[config.mk]
export PLATFORM = sky130hd
export DESIGN_NAME = tcu_top
export DESIGN_NICKNAME = d
export VERILOG_FILES = /design/src/rtl/tcu_pkg.sv /design/src/rtl/tcu_regs.sv /design/src/rtl/tcu_counter.sv /design/src/rtl/tcu_wave.sv /design/src/rtl/tcu_top.sv
export SDC_FILE = /design/constraint.sdc
export NUM_CORES = 1
export LEC_CHECK = 0
export ABC_AREA = 1
export BUFFER_PORTS_ARGS = -buffer_cell sky130_fd_sc_hd__buf_2
export CORE_MARGIN = 4
export CORE_UTILIZATION = 35
export DETAILED_ROUTE_END_ITERATION = 6
export PLACE_DENSITY = 0.54
export SLEW_MARGIN = 20
export SYNTH_ARGS = -nofsm -noshare
export SYNTH_HDL_FRONTEND = slang
export SYNTH_SLANG_ARGS = --single-unit
[constraint.sdc]
create_clock -name clk_i -period 1.7 [get_ports clk_i]
set_input_delay 0.17 -clock clk_i [delete_from_list [all_inputs] [get_ports clk_i]]
set_output_delay 0.17 -clock clk_i [all_outputs]
set_load 0.1 [all_outputs]
[src/rtl/tcu_pkg.sv]
package tcu_pkg;
  typedef enum logic [1:0] {COM_KEEP = 2'b00, COM_TOG = 2'b01, COM_CLR = 2'b10, COM_SET = 2'b11} com_e;
  typedef enum logic [1:0] {MODE_NORM = 2'b00, MODE_CTC = 2'b01, MODE_PWM = 2'b10, MODE_PWM_B = 2'b11} mode_e;
  localparam logic [1:0] A_CNT = 2'd0;
  localparam logic [1:0] A_CMP = 2'd1;
  localparam logic [1:0] A_CTL = 2'd2;
  localparam logic [1:0] A_STS = 2'd3;
  localparam int CTL_FRC = 2;
  localparam int CTL_MODE_LO = 3;
endpackage

[src/rtl/tcu_regs.sv]
module tcu_regs
  import tcu_pkg::*;
#(
  parameter int W = 8
) (
  input  logic         clk_i,
  input  logic         rst_ni,
  input  logic         wr_en_i,
  input  logic [1:0]   wr_addr_i,
  input  logic [W-1:0] wr_data_i,
  input  logic [1:0]   rd_addr_i,
  input  logic [W-1:0] cnt_i,
  input  logic         flag_i,
  output logic [W-1:0] cmp_o,
  output com_e         com_o,
  output mode_e        mode_o,
  output logic         cnt_we_o,
  output logic         frc_o,
  output com_e         frc_com_o,
  output logic         flag_clr_o,
  output logic [W-1:0] rd_data_o
);
  logic ctl_we;
  mode_e wr_mode;

  assign ctl_we     = wr_en_i && (wr_addr_i == A_CTL);
  assign wr_mode    = mode_e'(wr_data_i[CTL_MODE_LO+1:CTL_MODE_LO]);
  assign cnt_we_o   = wr_en_i && (wr_addr_i == A_CNT);
  assign flag_clr_o = wr_en_i && (wr_addr_i == A_STS) && wr_data_i[0];
  // force acts only when the mode written alongside it is non-PWM
  assign frc_o      = ctl_we && wr_data_i[CTL_FRC] && !wr_mode[1];
  assign frc_com_o  = com_e'(wr_data_i[1:0]);

  always_ff @(posedge clk_i or negedge rst_ni) begin
    if (!rst_ni) begin
      cmp_o  <= '0;
      com_o  <= COM_KEEP;
      mode_o <= MODE_NORM;
    end else begin
      if (wr_en_i && (wr_addr_i == A_CMP)) cmp_o <= wr_data_i;
      if (ctl_we) begin
        com_o  <= com_e'(wr_data_i[1:0]);
        mode_o <= wr_mode;
      end
    end
  end

  always_comb begin
    rd_data_o = '0;
    unique case (rd_addr_i)
      A_CNT: rd_data_o = cnt_i;
      A_CMP: rd_data_o = cmp_o;
      A_CTL: rd_data_o[CTL_MODE_LO+1:0] = {mode_o, 1'b0, com_o};
      default: rd_data_o[0] = flag_i;
    endcase
  end

  p_ctl_update_r2: assert property (@(posedge clk_i) disable iff (!rst_ni)
    ctl_we |=> (com_o == $past(wr_data_i[1:0])));
endmodule

[src/rtl/tcu_counter.sv]
module tcu_counter #(
  parameter int W = 8
) (
  input  logic         clk_i,
  input  logic         rst_ni,
  input  logic         tick_i,
  input  logic         we_i,
  input  logic [W-1:0] wdata_i,
  input  logic [W-1:0] cmp_i,
  input  logic         ctc_i,
  output logic [W-1:0] cnt_o,
  output logic         match_o
);
  localparam logic [W-1:0] CNT_MAX = {W{1'b1}};
  logic blk_q;

  assign match_o = tick_i && !we_i && !blk_q && (cnt_o == cmp_i);

  always_ff @(posedge clk_i or negedge rst_ni) begin
    if (!rst_ni) begin
      cnt_o <= '0;
      blk_q <= 1'b0;
    end else if (we_i) begin
      cnt_o <= wdata_i;
      blk_q <= 1'b1;
    end else if (tick_i) begin
      blk_q <= 1'b0;
      cnt_o <= (ctc_i && match_o) ? '0 : cnt_o + 1'b1;
    end
  end

  p_hold_r3: assert property (@(posedge clk_i) disable iff (!rst_ni)
    (!tick_i && !we_i) |=> $stable(cnt_o));
  p_wrap_r3: assert property (@(posedge clk_i) disable iff (!rst_ni)
    (tick_i && !we_i && !ctc_i && cnt_o == CNT_MAX) |=> (cnt_o == '0));
  p_ctc_clear_r5: assert property (@(posedge clk_i) disable iff (!rst_ni)
    (ctc_i && match_o) |=> (cnt_o == '0));
  p_write_wins_r6: assert property (@(posedge clk_i) disable iff (!rst_ni)
    we_i |=> (cnt_o == $past(wdata_i)));
  p_block_r6: assert property (@(posedge clk_i) disable iff (!rst_ni)
    (we_i ##1 (tick_i && !we_i)) |-> !match_o);
endmodule

[src/rtl/tcu_wave.sv]
module tcu_wave
  import tcu_pkg::*;
(
  input  logic clk_i,
  input  logic rst_ni,
  input  logic match_i,
  input  logic frc_i,
  input  com_e frc_com_i,
  input  com_e com_i,
  input  logic flag_clr_i,
  output logic wave_o,
  output logic flag_o
);
  com_e act;
  logic fire;

  // force overrides the stored action so a coincident match acts once
  assign act  = frc_i ? frc_com_i : com_i;
  assign fire = frc_i || match_i;

  always_ff @(posedge clk_i or negedge rst_ni) begin
    if (!rst_ni) begin
      wave_o <= 1'b0;
      flag_o <= 1'b0;
    end else begin
      if (fire) begin
        unique case (act)
          COM_TOG: wave_o <= !wave_o;
          COM_CLR: wave_o <= 1'b0;
          COM_SET: wave_o <= 1'b1;
          default: wave_o <= wave_o;
        endcase
      end
      if (match_i)         flag_o <= 1'b1;
      else if (flag_clr_i) flag_o <= 1'b0;
    end
  end

  p_flag_set_r4: assert property (@(posedge clk_i) disable iff (!rst_ni)
    match_i |=> flag_o);
  p_force_no_flag_r7: assert property (@(posedge clk_i) disable iff (!rst_ni)
    (frc_i && !match_i && !flag_clr_i) |=> (flag_o == $past(flag_o)));
  p_idle_wave_r4: assert property (@(posedge clk_i) disable iff (!rst_ni)
    (!match_i && !frc_i) |=> $stable(wave_o));
  p_clear_r9: assert property (@(posedge clk_i) disable iff (!rst_ni)
    (flag_clr_i && !match_i) |=> !flag_o);
endmodule

[src/rtl/tcu_top.sv]
module tcu_top
  import tcu_pkg::*;
#(
  parameter int W = 8
) (
  input  logic         clk_i,
  input  logic         rst_ni,
  input  logic         tick_i,
  input  logic         wr_en_i,
  input  logic [1:0]   wr_addr_i,
  input  logic [W-1:0] wr_data_i,
  input  logic [1:0]   rd_addr_i,
  output logic [W-1:0] rd_data_o,
  output logic [W-1:0] cnt_o,
  output logic         wave_o,
  output logic         flag_o
);
  logic [W-1:0] cmp;
  com_e  com, frc_com;
  mode_e mode;
  logic cnt_we, frc, flag_clr, match;

  tcu_regs #(.W(W)) u_regs (
    .clk_i, .rst_ni, .wr_en_i, .wr_addr_i, .wr_data_i, .rd_addr_i,
    .cnt_i(cnt_o), .flag_i(flag_o), .cmp_o(cmp), .com_o(com), .mode_o(mode),
    .cnt_we_o(cnt_we), .frc_o(frc), .frc_com_o(frc_com),
    .flag_clr_o(flag_clr), .rd_data_o
  );

  tcu_counter #(.W(W)) u_cnt (
    .clk_i, .rst_ni, .tick_i, .we_i(cnt_we), .wdata_i(wr_data_i),
    .cmp_i(cmp), .ctc_i(mode == MODE_CTC), .cnt_o, .match_o(match)
  );

  tcu_wave u_wave (
    .clk_i, .rst_ni, .match_i(match), .frc_i(frc), .frc_com_i(frc_com),
    .com_i(com), .flag_clr_i(flag_clr), .wave_o, .flag_o
  );

  p_pwm_force_r8: assert property (@(posedge clk_i) disable iff (!rst_ni)
    (wr_en_i && wr_addr_i == A_CTL && wr_data_i[CTL_MODE_LO+1] && !match) |=> $stable(wave_o));
  p_force_cnt_r7: assert property (@(posedge clk_i) disable iff (!rst_ni)
    (frc && !tick_i && !cnt_we) |=> $stable(cnt_o));
endmodule

==> run summary <==
Worst-path fanout max = 7
# DRC = 0
DR pass1 iterations = 4
I/O pins = 34
Chip width = 73.5 um
Pleak = 0.00102 uW
Register clock-pin slew on the reported worst setup and hold paths = 0.09 ns
Sequential Area = 586 sq um
Die area = 0.00541 sq mm
Mapped cell area = 0.00150 sq mm
GRT overflow = 0
Final Setup Violations = 0
Via Count = 1,461
Status = completed
Clk root buf = clkbuf_8
Final HPWL DP = 3.13 mm
Sinks on Clock Net = 23
Most frequent cells in the layout = 57 x nand2_1, 40 x inv_1, 25 x buf_2
Type of the tightest min-delay check = in2reg
Most frequent CP cell = inv_1
Final Hold Vio Count = 0
CORE AREA = 0.00409 sq mm
Worst-case reg-to-reg path depth = 8
Data required, critical path = 1.53 ns
Worst vdd ir = 546 uV
Initial Utilization = 36.8%
EDFF count, synth = 0
Pin count of the biggest net entering global routing = 24
CP cell instances = buf_2 -> inv_1 -> nor2_1 -> inv_1 -> o221ai_4 -> buf_12
Minimum clock period = 1.50 ns
WL final = 3.98 mm
Slew headroom = 51.3%
Die H = 73.5 um
Cts-stage hold buffer count = 1
Initial drt markers = 106
Post-Synthesis Cells = 208
Gr usage total = 17.1%
CTS tree = done
DR vias/cell = 4.92
Layout Utilization = 50.3%
Area grow syn2layout = 36.7%
CP Capture Type = primary output
Yosys top cell area share = 38.3%
Final Cell Area = 0.00205 sq mm
First-pass GRT wire length = 7.05 mm
Clk_lat worst skew = 0.27 ns
Setup crit start = rd_addr_i[0]
Ys async rst share = 100%
CP arrival = 1.33 ns
Vias in the first global route = 1,441
RSZ-0062 raised after global routing = false
Worst-margin pin slew = 0.730 ns
ANT cells = 0
Port bufs = 33
Sequential area share after synthesis = 38.3%
Fill cells = 421
Max-slew violation count = 0
Flip-flop and latch count after synthesis = 23
Max incr delay on CP = 0.46 ns
Syn Area/Cell = 7.22 sq um
Top cells by area, synth = dfrtp_1 38%, nand2_1 14%, inv_1 10%, nand3_1 5.7%, o22ai_1 5.0%
CP Class = in2out
Ratio of cells with drive above 1 in the final layout = 31.2%
Initial antenna violation count = 0
Worst Skew = 0.00399 ns
# rows = 23
Post-synthesis cell type count = 25
Setup bufs post-CTS = 0
Clock tree buffer depth = 2
Fmax = 0.668 GHz
Avg WL per Cell = 13.4 um
Num CTS Buffers = 3
Power density over the cells = 1320 mW/mm^2
Max cap viols = 0
Most common cell after layout, fill and taps aside = nand2_1
Mapped Nets = 225
CTS H-tree depth = 1
RR Endpoint = u_cnt.cnt_o[3]
Synth warnings = 0
Crit path capture = rd_data_o[1]
Post-route setup TNS = 0 ns
Resized Gates After CTS = 0
Count of antenna-violating nets left after detailed routing = 0
Multi-input gate area = 867 sq um
Main synth FF type = dfrtp_1
Worst setup SP type = input port
Design Power = 2710 uW
CP max-delay cell = inv_1
Area leader, netlist = dfrtp_1
Reg2reg setup slack = 0.21 ns
Reg-to-Reg Start = u_cnt.cnt_o[2]
GPL Wtd Cong = 0.786
Placement-stage cell area = 0.00200 sq mm
Tcrit/Tclk final = 88.1%
# nets final = 265
==> final cells by class <==
cell class / count / area share (%)
multi-input cells: 136 / 42.2
flip-flops and latches: 23 / 28.5
repair buffers: 37 / 15.5
inverters: 47 / 8.59
well taps: 50 / 3.05
clock buffers: 4 / 2.19
==> worst max-delay path: cells and delay by family <==
| family | cells | cell delay (ns) |
|---|---|---|
| buffers and inverters | 4 | 0.91 |
| AOI/OAI and AO/OA | 1 | 0.19 |
| and+or+nand+nor | 1 | 0.07 |
==> synth_stat cells (3+ instances only) <==
cell type,count
xor2_1,6
dfrtp_1,23
inv_1,40
o221ai_1,3
nand2_2,4
nor2_1,3
inv_2,7
nand2_1,57
nor2_2,3
o21ai_0,14
nand3b_1,4
o22ai_1,12
nand3_1,17
nand3_2,3
==> metal layers <==
| metal | wire length [um] | track usage (%) |
|---|---|---|
| met1 | 2020 | 24.9 |
| met2 | 1760 | 26.0 |
| met3 | 175 | 3.42 |
| met4 | 30 | 3.62 |
| met5 | 0 | 0 |
==> metrics by stage <==
step | setup slack (ns) | instances | hold slack [ns]
6_report | 0.202 | 297 | 0.164
5_1_grt | 0.0680 | 297 | 0.173
4_1_cts | 0.184 | 297 | 0.162
3_5_place_dp | 0.184 | 292 | 0.192
3_3_place_gp | 0.223 | 292 | 0.191
2_1_floorplan | -0.00438 | 208 | -0.126
==> registers in the layout (all words and copies together), names as in the netlist <==
name / flops
u_cnt.blk_q: 1
u_wave.flag_o: 1
u_regs.mode_o: 2
u_cnt.cnt_o: 8
u_wave.wave_o: 1
u_regs.com_o: 2
u_regs.cmp_o: 8
==> power breakdown <==
part           internal [uW]  switching (uW)  total, uW
Combinational            402            1150       1550
Clock                    168             189        357
Sequential               671             135        805
==> how the worst min path moves through the flow <==
stage,from,end,slack [ns],depth (start not counted)
2_1_floorplan,rst_ni,u_cnt.blk_q,-0.13,0
3_3_place_gp,rst_ni,u_regs.cmp_o[6],0.19,1
3_5_place_dp,rst_ni,u_regs.cmp_o[6],0.19,1
4_1_cts,wr_data_i[6],u_regs.cmp_o[6],0.16,3
5_1_grt,wr_data_i[6],u_regs.cmp_o[6],0.17,3
6_report,wr_data_i[6],u_regs.cmp_o[6],0.16,3
==> cell families (layout without fill, tap and decap cells) <==
kind of cell	after synthesis	after routing	share of synthesized area [%]
AOI/OAI and AO/OA	31	31	12.3
buffers and inverters	49	88	12.3
DFF	23	23	38.3
xor gates and xnor gates	6	6	3.50
adders and majority gates	1	1	0.833
and+or+nand+nor	98	98	32.7
No activity file was read; power rests on OpenSTA's default activity.
